===== src/rtl/fwh_pkg.sv =====
package fwh_pkg;
  typedef enum logic [3:0] {
    S_IDLE,
    S_START,
    S_ADDR,
    S_SIZE,
    S_WDATA,
    S_HTAR0,
    S_HTAR1,
    S_SYNC,
    S_RDATA,
    S_TTAR0,
    S_TTAR1,
    S_ABORT
  } fwh_state_e;
endpackage


===== src/rtl/fwh_seq.sv =====
module fwh_seq
  import fwh_pkg::*;
#(
  parameter int NIB_W = 4,
  parameter int ADDR_NIBS = 7,
  parameter int DATA_NIBS = 2,
  parameter int CNT_W = 3,
  parameter logic [NIB_W-1:0] START_WR = 4'b1110,
  parameter logic [NIB_W-1:0] START_RD = 4'b1101,
  parameter logic [NIB_W-1:0] SIZE_ONE = 4'b0000,
  parameter logic [NIB_W-1:0] ABORT_CODE = 4'b1111
) (
  input  logic             clk,
  input  logic             rst,
  input  logic             frame_n,
  input  logic [NIB_W-1:0] nib_in,
  input  logic [NIB_W-1:0] dev_id,
  output fwh_state_e       state,
  output fwh_state_e       nstate,
  output logic [CNT_W-1:0] cnt,
  output logic             wr_stb,
  output logic             rd_stb
);
  localparam logic [CNT_W-1:0] ADDR_LAST = CNT_W'(ADDR_NIBS - 1);
  localparam logic [CNT_W-1:0] DATA_LAST = CNT_W'(DATA_NIBS - 1);

  logic             is_rd, is_rd_n;
  logic [CNT_W-1:0] cnt_n;
  logic             in_cycle;
  logic             start_hit;

  assign in_cycle  = !(state inside {S_IDLE, S_START, S_ABORT});
  assign start_hit = (nib_in == START_WR) || (nib_in == START_RD);

  always_comb begin
    nstate  = state;
    cnt_n   = cnt;
    is_rd_n = is_rd;
    if (in_cycle && !frame_n) begin
      nstate = S_ABORT;
    end else begin
      case (state)
        S_IDLE: begin
          if (!frame_n && start_hit) begin
            nstate  = S_START;
            is_rd_n = (nib_in == START_RD);
          end
        end
        S_START: begin
          if (!frame_n) begin
            if (start_hit) is_rd_n = (nib_in == START_RD);
            else           nstate  = S_IDLE;
          end else if (nib_in == dev_id) begin
            nstate = S_ADDR;
            cnt_n  = '0;
          end else begin
            nstate = S_IDLE;
          end
        end
        S_ADDR: begin
          if (cnt == ADDR_LAST) nstate = S_SIZE;
          else                  cnt_n  = cnt + 1'b1;
        end
        S_SIZE: begin
          if (nib_in != SIZE_ONE) nstate = S_IDLE;
          else if (is_rd)         nstate = S_HTAR0;
          else begin
            nstate = S_WDATA;
            cnt_n  = '0;
          end
        end
        S_WDATA: begin
          if (cnt == DATA_LAST) nstate = S_HTAR0;
          else                  cnt_n  = cnt + 1'b1;
        end
        S_HTAR0: nstate = S_HTAR1;
        S_HTAR1: nstate = S_SYNC;
        S_SYNC: begin
          if (is_rd) begin
            nstate = S_RDATA;
            cnt_n  = '0;
          end else begin
            nstate = S_TTAR0;
          end
        end
        S_RDATA: begin
          if (cnt == DATA_LAST) nstate = S_TTAR0;
          else                  cnt_n  = cnt + 1'b1;
        end
        S_TTAR0: nstate = S_TTAR1;
        S_TTAR1: nstate = S_IDLE;
        S_ABORT: if (nib_in == ABORT_CODE) nstate = S_IDLE;
        default: nstate = S_IDLE;
      endcase
    end
  end

  always_ff @(posedge clk) begin
    if (rst) begin
      state  <= S_IDLE;
      cnt    <= '0;
      is_rd  <= 1'b0;
      wr_stb <= 1'b0;
      rd_stb <= 1'b0;
    end else begin
      state  <= nstate;
      cnt    <= cnt_n;
      is_rd  <= is_rd_n;
      wr_stb <= (state == S_WDATA) && (nstate == S_HTAR0);
      rd_stb <= (state == S_SIZE) && (nstate == S_HTAR0);
    end
  end
endmodule


===== src/rtl/fwh_capture.sv =====
module fwh_capture
  import fwh_pkg::*;
#(
  parameter int NIB_W = 4,
  parameter int ADDR_NIBS = 7,
  parameter int DATA_NIBS = 2,
  parameter int CNT_W = 3,
  localparam int ADDR_W = NIB_W * ADDR_NIBS,
  localparam int DATA_W = NIB_W * DATA_NIBS
) (
  input  logic              clk,
  input  logic              rst,
  input  fwh_state_e        state,
  input  logic [CNT_W-1:0]  cnt,
  input  logic [NIB_W-1:0]  nib_in,
  output logic [ADDR_W-1:0] addr,
  output logic [DATA_W-1:0] data
);
  always_ff @(posedge clk) begin
    if (rst)                  addr <= '0;
    else if (state == S_ADDR) addr <= {addr[ADDR_W-NIB_W-1:0], nib_in};
  end

  logic [NIB_W-1:0] dnib [DATA_NIBS];

  for (genvar g = 0; g < DATA_NIBS; g++) begin : g_dnib
    always_ff @(posedge clk) begin
      if (rst)                                             dnib[g] <= '0;
      else if (state == S_WDATA && cnt == CNT_W'(g))       dnib[g] <= nib_in;
    end
    assign data[g*NIB_W +: NIB_W] = dnib[g];
  end
endmodule


===== src/rtl/fwh_drive.sv =====
module fwh_drive
  import fwh_pkg::*;
#(
  parameter int NIB_W = 4,
  parameter int DATA_W = 8,
  parameter logic [NIB_W-1:0] SYNC_CODE = 4'b0000,
  parameter logic [NIB_W-1:0] TAR_CODE = 4'b1111
) (
  input  logic              clk,
  input  logic              rst,
  input  fwh_state_e        state,
  input  fwh_state_e        nstate,
  input  logic [DATA_W-1:0] rd_data,
  output logic [NIB_W-1:0]  nib_out,
  output logic              nib_oe
);
  logic [DATA_W-1:0] sh;

  always_ff @(posedge clk) begin
    if (rst) begin
      nib_oe  <= 1'b0;
      nib_out <= TAR_CODE;
      sh      <= '0;
    end else begin
      nib_oe <= nstate inside {S_SYNC, S_RDATA, S_TTAR0};
      case (nstate)
        S_SYNC:  nib_out <= SYNC_CODE;
        S_RDATA: begin
          if (state == S_SYNC) begin
            nib_out <= rd_data[NIB_W-1:0];
            sh      <= rd_data >> NIB_W;
          end else begin
            nib_out <= sh[NIB_W-1:0];
            sh      <= sh >> NIB_W;
          end
        end
        default: nib_out <= TAR_CODE;
      endcase
    end
  end
endmodule


===== src/rtl/fwh_target.sv =====
module fwh_target
  import fwh_pkg::*;
#(
  parameter int NIB_W = 4,
  parameter int ADDR_NIBS = 7,
  parameter int DATA_NIBS = 2,
  parameter int MEM_W = 20,
  parameter int REG_BIT = 22,
  parameter logic [NIB_W-1:0] START_WR = 4'b1110,
  parameter logic [NIB_W-1:0] START_RD = 4'b1101,
  localparam int ADDR_W = NIB_W * ADDR_NIBS,
  localparam int DATA_W = NIB_W * DATA_NIBS,
  localparam int CNT_W = $clog2(ADDR_NIBS + 1)
) (
  input  logic              clk,
  input  logic              rst,
  input  logic              frame_n,
  input  logic [NIB_W-1:0]  nib_in,
  input  logic [NIB_W-1:0]  dev_id,
  output logic [NIB_W-1:0]  nib_out,
  output logic              nib_oe,
  output logic [ADDR_W-1:0] acc_addr,
  output logic              acc_reg_sel,
  output logic [MEM_W-1:0]  acc_offs,
  output logic              wr_stb,
  output logic [DATA_W-1:0] wr_data,
  output logic              rd_stb,
  input  logic [DATA_W-1:0] rd_data
);
  fwh_state_e       state, nstate;
  logic [CNT_W-1:0] cnt;

  fwh_seq #(
    .NIB_W(NIB_W), .ADDR_NIBS(ADDR_NIBS), .DATA_NIBS(DATA_NIBS), .CNT_W(CNT_W),
    .START_WR(START_WR), .START_RD(START_RD),
    .SIZE_ONE({NIB_W{1'b0}}), .ABORT_CODE({NIB_W{1'b1}})
  ) u_seq (
    .clk(clk), .rst(rst), .frame_n(frame_n), .nib_in(nib_in), .dev_id(dev_id),
    .state(state), .nstate(nstate), .cnt(cnt), .wr_stb(wr_stb), .rd_stb(rd_stb)
  );

  fwh_capture #(
    .NIB_W(NIB_W), .ADDR_NIBS(ADDR_NIBS), .DATA_NIBS(DATA_NIBS), .CNT_W(CNT_W)
  ) u_cap (
    .clk(clk), .rst(rst), .state(state), .cnt(cnt), .nib_in(nib_in),
    .addr(acc_addr), .data(wr_data)
  );

  fwh_drive #(
    .NIB_W(NIB_W), .DATA_W(DATA_W),
    .SYNC_CODE({NIB_W{1'b0}}), .TAR_CODE({NIB_W{1'b1}})
  ) u_drv (
    .clk(clk), .rst(rst), .state(state), .nstate(nstate), .rd_data(rd_data),
    .nib_out(nib_out), .nib_oe(nib_oe)
  );

  assign acc_reg_sel = acc_addr[REG_BIT];
  assign acc_offs    = acc_addr[MEM_W-1:0];
endmodule


===== config.mk =====
export PLATFORM = sky130hd
export DESIGN_NAME = fwh_target
export DESIGN_NICKNAME = d
export VERILOG_FILES = /design/src/rtl/fwh_pkg.sv /design/src/rtl/fwh_seq.sv /design/src/rtl/fwh_capture.sv /design/src/rtl/fwh_drive.sv /design/src/rtl/fwh_target.sv
export SDC_FILE = /design/constraint.sdc
export NUM_CORES = 1
export LEC_CHECK = 0
export ABC_AREA = 1
export BUFFER_PORTS_ARGS = -buffer_cell sky130_fd_sc_hd__buf_2
export CAP_MARGIN = 20
export CORE_ASPECT_RATIO = 0.7
export CORE_MARGIN = 2
export CORE_UTILIZATION = 47
export CTS_CLUSTER_DIAMETER = 150
export DETAILED_ROUTE_END_ITERATION = 16
export GPL_TIMING_DRIVEN = 0
export PLACE_DENSITY = 0.75
export SLEW_MARGIN = 20
export SYNTH_ARGS = -nofsm -noshare
export SYNTH_HDL_FRONTEND = slang
export SYNTH_SLANG_ARGS = --single-unit

===== constraint.sdc =====
create_clock -name clk -period 3 [get_ports clk]
set_input_delay 0.6 -clock clk [delete_from_list [all_inputs] [get_ports clk]]
set_output_delay 0.6 -clock clk [all_outputs]
set_load 0.02 [all_outputs]

Word level (Yosys, flattened, before mapping)
Memory sizes are Yosys's and may differ from the RTL's.
Index checks and enable logic that the tools add are counted.
{"block": "op_classes", "n_mux": 38, "n_eq_ne": 30, "reduce_logical": 19, "bitwise": 3, "n_addsub": 1}
{"op": "4-bit two-way mux", "n": 13}
{"op": "4-bit one-hot mux with 11 select lines", "n": 1}
{"op": "4-bit == test (second input constant)", "n": 8}
{"op": "4-bit by 3-bit == test with 1-bit output (second input constant)", "n": 6}
{"op": "3-bit two-way mux", "n": 7}
{"op": "2-bit inequality test (second input constant)", "n": 9}
{"op": "3-bit one-hot mux with 5 select lines", "n": 1}
{"op": "1-bit two-way mux", "n": 13}
{"op": "9-bit AND reduction", "n": 1}
{"op": "4-bit by 2-bit == test with 1-bit output (second input constant)", "n": 2}
{"op": "4-bit one-hot mux with 2 select lines", "n": 1}
{"op": "1-bit logical AND", "n": 6}
{"op": "3-bit nonzero test", "n": 2}
{"op": "5-bit AND reduction", "n": 1}
{"op": "5-bit nonzero test", "n": 1}
{"op": "4-bit by 1-bit == test with 1-bit output (second input constant)", "n": 1}
{"op": "4-bit == test", "n": 1}
{"op": "4-bit zero test", "n": 1}
{"op": "4-bit nonzero test", "n": 1}
{"op": "3-bit by 1-bit adder with 3-bit output (second input constant)", "n": 1}
{"op": "3-bit by 1-bit == test with 1-bit output (second input constant)", "n": 1}
{"op": "3-bit == test (second input constant)", "n": 1}
{"op": "3-bit zero test", "n": 1}
{"op": "1-bit zero test", "n": 2}
{"op": "8 further kinds", "n": 9}
{"block": "totals", "n_memories": 1, "ram_bits": 8, "elab_cells": 101, "out_inout_bits": 64, "register_bits": 51}
{"name": "u_cap.dnib", "words": 2, "width": 4, "read_ports": 2, "rd_clocked_by_memory_dff": 0, "write_ports": 2, "line_no": "fwh_capture.sv:24", "source": "logic [NIB_W-1:0] dnib [DATA_NIBS];"}

Depth between registers and ports, before layout
Gate-level depths: netlist of run 1.
{"block": "depth", "depth_word": 8, "mapped_depth": 13, "mapped_depth_nobuf": 13}

Hierarchy
A second synthesis of run 1 with hierarchy kept.
{"block": "unflattened", "hier_cells": 431, "hier_area_um2": 3121.7}
{"mod": "fwh_capture", "seq_area_each_um2": 800.8, "n_inst": 1, "cells_per_inst": 196, "area_each_um2": 1606.5}
{"mod": "fwh_seq", "seq_area_each_um2": 200.2, "n_inst": 1, "cells_per_inst": 146, "area_each_um2": 895.9}
{"mod": "fwh_drive", "seq_area_each_um2": 180.2, "n_inst": 1, "cells_per_inst": 68, "area_each_um2": 461.7}
{"mod": "fwh_target", "seq_area_each_um2": 0.0, "n_inst": 1, "cells_per_inst": 21, "area_each_um2": 157.7}

Worst setup path before layout of run 1
OpenSTA, ideal clock, no wires.
{"block": "synth_path", "path_type": "input port to flip-flop", "startpoint": "input port rst", "endpoint": "memory u_cap.dnib[0][0] (enable)", "path_buffers": 2, "t_arrival_ns": 1.370, "path_slack_ns": 1.268, "cell_stages": 4, "t_required_ns": 2.639, "setup_ns": 0.361, "cell_sequence": "clkbuf_1 inv_1 buf_1 o21ai_0"}
{"element": "start, declared", "line_no": "fwh_target.sv:16", "source": "input logic rst,"}
{"element": "end, declared", "line_no": "fwh_capture.sv:24"}

Worst setup path after layout of run 1
{"block": "layout_path", "startpoint": "input port nib_in[1]", "endpoint": "register u_drv.nib_out[2]"}
{"block": "layout_between", "elab_chain_len": 8, "elab_cells_between_ends": 18, "cone_classes": "6 x eq/ne; 9 x mux; 3 x reduce/logical"}
{"element": "start, declared", "line_no": "fwh_target.sv:18", "source": "input logic [NIB_W-1:0] nib_in,"}
{"element": "4-bit == test", "line_no": "fwh_seq.sv:33", "source": "assign start_hit = (nib_in == START_WR) || (nib_in == START_RD);"}
{"element": "1-bit logical OR", "line_no": "fwh_seq.sv:33"}
{"element": "4-bit two-way mux or 1-bit logical AND (tied branches)", "line_no": "fwh_seq.sv:51, fwh_seq.sv:44"}
{"element": "4-bit two-way mux, on equally long branches", "line_no": "fwh_seq.sv:50, fwh_seq.sv:44"}
{"element": "4-bit one-hot mux with 11 select lines (*)", "line_no": "fwh_seq.sv:42", "source": "case (state)"}
{"element": "4-bit two-way mux (*)", "line_no": "fwh_seq.sv:39", "source": "if (in_cycle && !frame_n) begin"}
{"element": "4-bit == test or 4-bit by 3-bit == test with 1-bit output (tied branches)", "line_no": "fwh_drive.sv:26", "source": "case (nstate)"}
{"element": "4-bit one-hot mux with 2 select lines (*)", "line_no": "fwh_drive.sv:26"}
{"element": "end signal, assigned", "line_no": "fwh_drive.sv:30", "source": "nib_out <= rd_data[NIB_W-1:0];"}
{"element": "end signal, assigned", "line_no": "fwh_drive.sv:33", "source": "nib_out <= sh[NIB_W-1:0];"}
{"element": "end, declared", "line_no": "fwh_drive.sv:14", "source": "output logic [NIB_W-1:0] nib_out,"}
Every way passes the cells marked *; elsewhere a longest branch is shown, timed or not.
A chain may end at the register's enable or synchronous reset.

==> impl_summary.md, run 1 <==
Run status
The flow ran to the end, and the final reports show no timing, DRC or antenna violations.

CTS
Hold repair after CTS inserted 0 buffers. TritonCTS built the clock tree. The number of buffers on the longest clock path is 2. CTS saw 55 sinks.

The total setup buffers inserted after CTS is 0. The buffer type at the clock tree root is sky130_fd_sc_hd__clkbuf_8. Clock-pin slew was measured on the worst setup and hold paths at 0.10 ns.

The latest clock arrival within the worst-skew pair is 0.31 ns. The H-tree depth is 2. The number of resized instances in the post-cts repair step is 0. Counting the buffers created by CTS gives 5.

Route
The number of DRC markers in iteration 0 is 145. The via total after detailed routing is 2618. The detail route stage leaves a number of antenna-violating nets equal to 0.

The pre-antenna-repair detailed-routing pass consisted of 5 iterations. The post-detailed-route wirelength per cell is 12.24 µm. In the routed design, unresolved DRC markers number 0. Dividing the detail-routed via count by the number of cells gives 4.930. The routed wire length is 6498 µm.

STA
Summed over all failing endpoints, the final setup total negative slack is 0 ns. For the pin with the worst max-slew slack, the measured transition is 0.5557 ns. Measured against its own limit, the worst slew margin works out to 62.56%. The worst-case setup margin in the final layout is 1.049 ns. The total setup violations reported at the end of the flow is 0. Setup repair after global routing left no endpoint under its margin. The final critical path time including I/O delays and setup is 1.951 ns. The worst clock skew is 0.004905 ns. Based on the critical path, the design can be clocked at up to 512.5 MHz.

After layout, the worst path uses 65.04% of the clock period. The number of hold violations in the final report is 0. The max-slew violation count is 0.

Logic synthesis
For this run, the number of Yosys warnings is 0. The sequential element share of the synthesized area is 45.04%. After synthesis the netlist holds a flip-flop and latch count of 55. Synthesis produced a netlist with a net count of 394. The netlist uses 22 different library cells. The average cell area after synthesis is 7.069 µm².

Summing every instance area after synthesis gives 0.002623 mm². Synthesis handed over a netlist of 371 instances.

Floorplan
In this run the standard cell core region covers 0.005313 mm². The standard-cell row count is 22. The area enclosed by the die boundary is 0.006203 mm². The die span in x is 93.28 µm. For this design the top-level I/O count stands at 83. The chip height is 66.50 µm. Once the floorplan was initialized, standard cells occupied 49.36% of the core.

Worst setup path
The data required time of the worst path is 3.18 ns. On the worst path, the slowest cell contributes a delay of 0.31 ns. By instance count, the cell type seen most on the critical path is sky130_fd_sc_hd__nand2_1. On the critical path, the stage with the largest delay is an instance of sky130_fd_sc_hd__o21ai_0. The worst setup path is captured at a register. The critical path goes through buf_2 > nand2_1 > inv_1 > nand2_1 > o21ai_0 > nand2_1 > a21oi_1 > nand3_1 > o21ai_2 > nand3_1. The critical path in this run is classified as in2reg. The number of buffer and inverter stages on the critical path is 2. For the worst setup path, the data arrival time is 2.13 ns. Along the worst path, the maximum fanout reaches 5. The cell family contributing the most delay on the critical path is compound AO/OA/AOI/OAI gates. The startpoint class of the critical path is an input pin.

Global route
Entering global routing, the biggest net connects 17 pins. The via count of the first global-routing pass is 2249. The first global-routing pass estimated 10600 µm of wire. Global routing consumed, over all layers together, 21.84% of the routing resources. The global-route congestion overflow total is 0. The initial antenna violation count is 0.

Placement
The total half-perimeter wirelength after legalization and detailed placement is 5092 µm. The placement-stage worst setup slack is 0.7907 ns. The quantity of I/O buffers inserted on ports is 81. The weighted congestion reported at the end of routability-driven placement is 0.9561.

Worst hold path
In this run the worst hold path is classified as reg2reg.

Power and ir drop
The worst ir drop on vdd is 290.5 µV. The power per cell area is 652.3 mW/mm². Summed over all cells, the static leakage comes to 1.674 nW.

Layout
In the final layout, the share of cells above drive strength 1 is 25.05%. 0 antenna diodes ended up in the layout. Compared with the post-synthesis result, the final layout area differs by 22.76%. The net count of the finished layout is 482.

Run
The tool flagged a number of max-cap violations equal to 0.
-- cells in the final DEF, fill, tap and decap left out, types with 4 or more instances in the layout --
cell and count:
sky130_fd_sc_hd__dfxtp_1 47, sky130_fd_sc_hd__o21ai_0 33, sky130_fd_sc_hd__nand3_1 30, sky130_fd_sc_hd__nand2_1 64, sky130_fd_sc_hd__buf_2 82, sky130_fd_sc_hd__nand4_1 5
sky130_fd_sc_hd__edfxtp_1 8, sky130_fd_sc_hd__clkbuf_1 8, sky130_fd_sc_hd__buf_4 22, sky130_fd_sc_hd__clkbuf_8 5, sky130_fd_sc_hd__ha_1 4, sky130_fd_sc_hd__nor2_1 92
sky130_fd_sc_hd__a21oi_1 13, sky130_fd_sc_hd__inv_1 31
-- registers in the layout, indices dropped and copies added (netlist names) --
signal	count
u_seq.is_rd	1
u_cap.addr	28
u_seq.cnt	3
u_cap.dnib	8
u_drv.nib_oe	1
u_seq.rd_stb	1
u_seq.wr_stb	1
u_drv.sh	4
u_drv.nib_out	4
u_seq.state	4
-- where the power goes --
group	leakage (nW)	total, mW	switching [mW]	internal, mW
Clock	0.0484	0.452	0.241	0.211
Sequential	0.463	0.919	0.0738	0.846
Combinational	1.16	0.728	0.467	0.262
Total	1.67	2.10	0.782	1.32
-- final timing paths --
kind                       start          endpoint  slack (ns)  depth (start not counted)
setup / recovery       nib_in[1]  u_drv.nib_out[2]        1.05                         10
hold / removal    u_cap.addr[27]    u_cap.addr[27]        0.49                          2
setup reg to reg  u_seq.state[1]  u_drv.nib_out[2]        1.06                          9
hold reg to reg   u_cap.addr[27]    u_cap.addr[27]        0.49                          2
-- layout make-up --
class | instances | area, µm²
fill | 514 | 2093
sequential | 55 | 1181
multi-input combinational | 251 | 1114
timing repair buffer | 81 | 405.4
buffer | 33 | 207.7
inverter | 32 | 120.1
clock buffer | 6 | 93.84
tap | 72 | 90.09
clock inverter | 1 | 7.507
-- routing by layer --
layer  GRT usage (%)  part of all wire [%]  vias up
li1                -                     -     1333
met2           31.56                    40       99
met1           32.16                    50     1180
met5               0                     0        -
met4           5.882                  0.65        0
met3           5.543                   8.7        6
-- cells by family after synthesis --
kind of cell | share of synthesized area, %
flops | 45.04
xor+xnor | 0.6681
compound gates | 9.113
simple gates | 30.77
fa+ha+maj | 1.908
buf+inv | 12.50
-- Yosys cell counts --
master                      n  area (µm²)
sky130_fd_sc_hd__nand2_2    1       6.260
sky130_fd_sc_hd__buf_2      1       5.000
sky130_fd_sc_hd__edfxtp_1   8       240.2
sky130_fd_sc_hd__nor2_2     1       6.260
sky130_fd_sc_hd__dfxtp_1   47       940.9
sky130_fd_sc_hd__inv_1     31       116.4
sky130_fd_sc_hd__nor2_1    92       345.3
sky130_fd_sc_hd__xnor2_1    1       8.760
sky130_fd_sc_hd__nand3_1   30       150.1
sky130_fd_sc_hd__inv_2      1       3.750
sky130_fd_sc_hd__nand4_1    5       31.28
sky130_fd_sc_hd__nor4_1     2       12.51
sky130_fd_sc_hd__buf_1      2       7.510
sky130_fd_sc_hd__a21oi_1   13       65.06
sky130_fd_sc_hd__o21ai_0   33       165.2
sky130_fd_sc_hd__nor3_1     3       15.01
sky130_fd_sc_hd__buf_4     22       165.2
sky130_fd_sc_hd__xor2_1     1       8.760
sky130_fd_sc_hd__clkbuf_1   8       30.03
sky130_fd_sc_hd__nand2_1   64       240.2
sky130_fd_sc_hd__ha_1       4       50.05
sky130_fd_sc_hd__o21ai_2    1       8.760
-- worst reg2reg max path: cells and delay by family (launching register included) --
family | cells | cell delay (ns)
flip-flops | 1 | 0.42
AO/OA/AOI/OAI | 1 | 0.24
AND/OR/NAND/NOR | 8 | 1.16
-- per-stage QoR --
stage               util (%)  area, µm²  hold WS [ns]  power, mW  std cells
floorplan                  -       2623        0.4444      1.440        371
finish                 60.60       3219        0.4912      2.100        531
detailed placement     58.69       3118        0.4694      1.664        524
global placement       58.69       3118        0.4591      1.649        524
CTS                    60.60       3219        0.4864      2.106        531
global route           60.60       3219        0.5126      2.228        531
No activity file was read; power rests on OpenSTA's default activity.
==> run 2, diff against run 1 <==
- CORE_UTILIZATION: 47 -> 46
- PLACE_DENSITY: 0.75 -> 0.76
- clock period: 3 -> 1.57 ns (I/O delays scaled with it)
==> run 2 against run 1 <==
- the flow now finishes with violations (setup timing)
- via count rose by 1.8%
- wire length increased by 8.1%
- clock-buffer cell count is 1 lower
- non-clock buffer count up 9
- clock power rose by 78%
- register-to-register slack worse by 1.2 ns
- critical path type is now reg2reg
- largest cell class is now multi-input gates
- largest power group unchanged
==> impl_summary.md, run 2 (synthesis results as in run 1) <==
CTS
The number of clock sinks was 55 (unchanged). The clock-pin slew on the worst setup and hold paths was 0.10 ns (about the same). The clock tree from TritonCTS is done (unchanged). The number of buffers created by CTS is 5 (unchanged). The number of hold-repair buffers added at the cts stage is 0 (unchanged). The latest clock arrival within the worst-skew pair came to 0.32 ns (was 0.31 ns). The H-tree depth came to 2 (unchanged). The buffer type at the clock tree root is sky130_fd_sc_hd__clkbuf_8 (unchanged).

The number of buffers on the longest clock path is 2 (unchanged).

STA
The worst clock skew is 0.01107 ns (was 0.004905 ns). The final critical path time including I/O delays and setup is 1.698 ns. The max-slew violation count is 0 (unchanged). For this run, the top clock speed supported by timing is 589.1 MHz. The number of hold violations in the final report is 0 (unchanged).

The total setup violations reported at the end of the flow is 12 (was 0). The worst-case setup margin in the final layout is -0.1276 ns (was 1.049 ns). The transition time at the pin with the least slew margin is 0.5883 ns (was 0.5557 ns). RSZ-0062 raised after global routing: yes (was no).

The final critical path takes up 108.1% of the cycle. The total negative setup slack is -1.064 ns (was 0 ns). The worst-case headroom to the max-slew limit is 60.78% (was 62.56%).

Layout
The count of nets after finishing is 491 (was 482). The commonest non-fill, non-tap cell in the layout is sky130_fd_sc_hd__buf_2 (was sky130_fd_sc_hd__nor2_1). The utilization after layout is 65.78% (was 60.60%). Leading registers by flop count: u_cap.addr x28, u_cap.dnib x8 (unchanged).

The layout-stage area growth over the synthesis result came to 34.64% (was 22.76%). The number of flip-flops under the largest register name is 28 (unchanged). The number of standard cells in the final layout excluding fillers is 541 (was 531). The diode insertion count for antenna repair is 0 (unchanged). The register with the most flip-flops is u_cap.addr (unchanged).

Most frequent cells in the layout: 81 x sky130_fd_sc_hd__buf_2, 79 x sky130_fd_sc_hd__nor2_1, 54 x sky130_fd_sc_hd__nand2_1 (was 92 x sky130_fd_sc_hd__nor2_1, 82 x sky130_fd_sc_hd__buf_2, 64 x sky130_fd_sc_hd__nand2_1). The fraction of layout instances using a drive strength above 1 was 37.74% (was 25.05%). The layout filler cell count is 478 (was 514).

Floorplan
The boundary pin count came to 83 (unchanged). The die span in x came to 94.25 µm (was 93.28 µm). The initial core utilization is 48.86% (was 49.36%). The total core area is 0.005368 mm² (was 0.005313 mm²).

The area enclosed by the die boundary was 0.006330 mm² (was 0.006203 mm²). The chip height is 67.17 µm (was 66.50 µm). The standard-cell row count is 22 (unchanged).

Global route
The global-route congestion overflow total is 0 (unchanged). The wire length of the first global-routing pass is 10560 µm (was 10600 µm). The initial antenna violation count came to 0 (unchanged). The overall global routing resource usage is 21.38% (was 21.84%). The maximum number of pins on one net before global-route repair is 19 (was 17). The via count of the first global-routing pass is 2243 (was 2249).

Worst setup path
The end of the worst register-to-register path is u_drv.sh[0] (was u_drv.nib_out[2]). The critical path capture point is u_drv.sh[0] (was u_drv.nib_out[2]). Critical path cell sequence: inv_4 > ha_4 > inv_2 > nor2_2 > nand3_2 > nand2_2 > nor2_4 > nand4_1 > nor2_4 > buf_6 > nand3_2 > nand2_2 > nor2_1 (was buf_2 > nand2_1 > inv_1 > nand2_1 > o21ai_0 > nand2_1 > a21oi_1 > nand3_1 > o21ai_2 > nand3_1).

The startpoint class of the critical path is a register (was input pin). The start of the worst register-to-register path is u_seq.cnt[1] (was u_seq.state[1]). The endpoint kind of the worst setup timing path was a register (unchanged).

The cell at the slowest stage of the critical path is sky130_fd_sc_hd__dfxtp_4 (was sky130_fd_sc_hd__o21ai_0). The depth of the worst register-to-register path is 13 (was 9). The critical path data arrival time is 1.91 ns (was 2.13 ns). The data required time of the worst path is 1.78 ns (was 3.18 ns). The kind of critical path is reg2reg (was in2reg). The critical-path maximum fanout is 5 (unchanged). The worst stage delay on the critical path is 0.40 ns (was 0.31 ns). The setup slack of the worst register-to-register path is -0.13 ns (was 1.06 ns). The worst setup path startpoint is u_seq.cnt[1] (was nib_in[1]).

Route
The number of optimization iterations in the first detailed-route pass is 4 (was 5). The remaining routing DRC violations is 0 (unchanged). The ratio of routed vias to standard cells is 4.928 (was 4.930). The post-detailed-route wirelength per cell is 12.98 µm (was 12.24 µm). The number of DRC markers in iteration 0 is 158 (was 145). The remaining antenna violation count was 0 (unchanged). The routed wire length was 7022 µm (was 6498 µm).

The via total after detailed routing came to 2666 (was 2618).

Power and ir drop
The worst ir drop on vdd is 536.2 µV (was 290.5 µV). The power per cell area came to 1171 mW/mm² (was 652.3 mW/mm²). The static leakage is 1.784 nW (was 1.674 nW).

Placement
The total half-perimeter wirelength after legalization and detailed placement came to 5045 µm (was 5092 µm). The number of instances in the placed design was 524 (unchanged). The weighted congestion reported at the end of routability-driven placement came to 0.8994 (was 0.9561). The quantity of I/O buffers inserted on ports came to 81 (unchanged).

Worst hold path
The cell depth of the worst min-delay path came to 2 (unchanged). The path class of the lowest-slack min-delay path is in2reg (was reg2reg).

Run status
Run status: finished, violations left (was completed). The checks that failed: setup timing.

Run
The reported max-cap violation count came to 0 (unchanged).
run 2: cell types whose count changed in the layout (fill, tap and decap cells not counted), sizes merged:
cell	delta
clkbuf	-1
buf	+9
inv	+2
run 2: area by class of cell:
class                   instances  area, µm²  area share, %
inverters                      32      127.6          3.614
repair buffers                 90      476.7          13.50
well taps                      72      90.09          2.551
clock inverters                 3      22.52         0.6378
multi-input cells             251       1319          37.35
flip-flops and latches         55       1204          34.09
clock buffers                   5      68.82          1.949
plain buffers                  33      222.7          6.308
run 2: how the worst min path moves through the flow:
stage / to / slack, ns / from
finish: u_seq.cnt[1] / 0.32 / rst
global placement: u_cap.addr[26] / 0.46 / u_cap.addr[26]
floorplan: u_seq.is_rd / 0.44 / u_seq.is_rd
detailed placement: u_cap.addr[27] / 0.47 / u_cap.addr[27]
CTS: u_drv.sh[1] / 0.33 / rd_data[5]
global route: u_seq.state[0] / 0.32 / rst
run 2: what timing repair did:
action	4_1_cts	5_1_grt
gates cloned	1	0
setup endpoints to repair	49	48
buffers inserted	7	3
pin swaps	15	9
resized for setup	49	32
run 2: per-stage QoR:
| stage | cell area (µm²) | hold WS, ns | power, mW | setup slack, ns |
|---|---|---|---|---|
| 6_report | 3531 | 0.3177 | 4.133 | -0.1276 |
| 5_1_grt | 3531 | 0.3224 | 4.373 | -0.2418 |
| 4_1_cts | 3418 | 0.3322 | 4.081 | -0.1618 |
| 3_5_place_dp | 3128 | 0.4695 | 3.176 | -0.3687 |
| 3_3_place_gp | 3128 | 0.4570 | 3.159 | -0.3532 |
| 2_1_floorplan | 2633 | 0.4444 | 2.755 | 0.0007413 |
run 2: power by group:
part	internal (mW)	switching [mW]	total, mW
registers	1.62	0.159	1.78
logic	0.585	0.969	1.55
clock network	0.321	0.482	0.804
total	2.52	1.61	4.13
run 2: metal layers:
| metal | up-vias | track usage (%) | part of all wire, % |
|---|---|---|---|
| met5 | - | 0 | 0 |
| met1 | 1207 | 31.30 | 48 |
| met2 | 92 | 33.04 | 44 |
| li1 | 1360 | - | - |
| met4 | 0 | 4.529 | 0.81 |
| met3 | 7 | 4.241 | 7.7 |
run 2: worst max-delay path, delay by kind of cell (launching register included):
family,cells,cell delay (ns)
flops,1,0.40
simple gates,9,0.84
buf+inv,3,0.23
fa+ha+maj,1,0.14
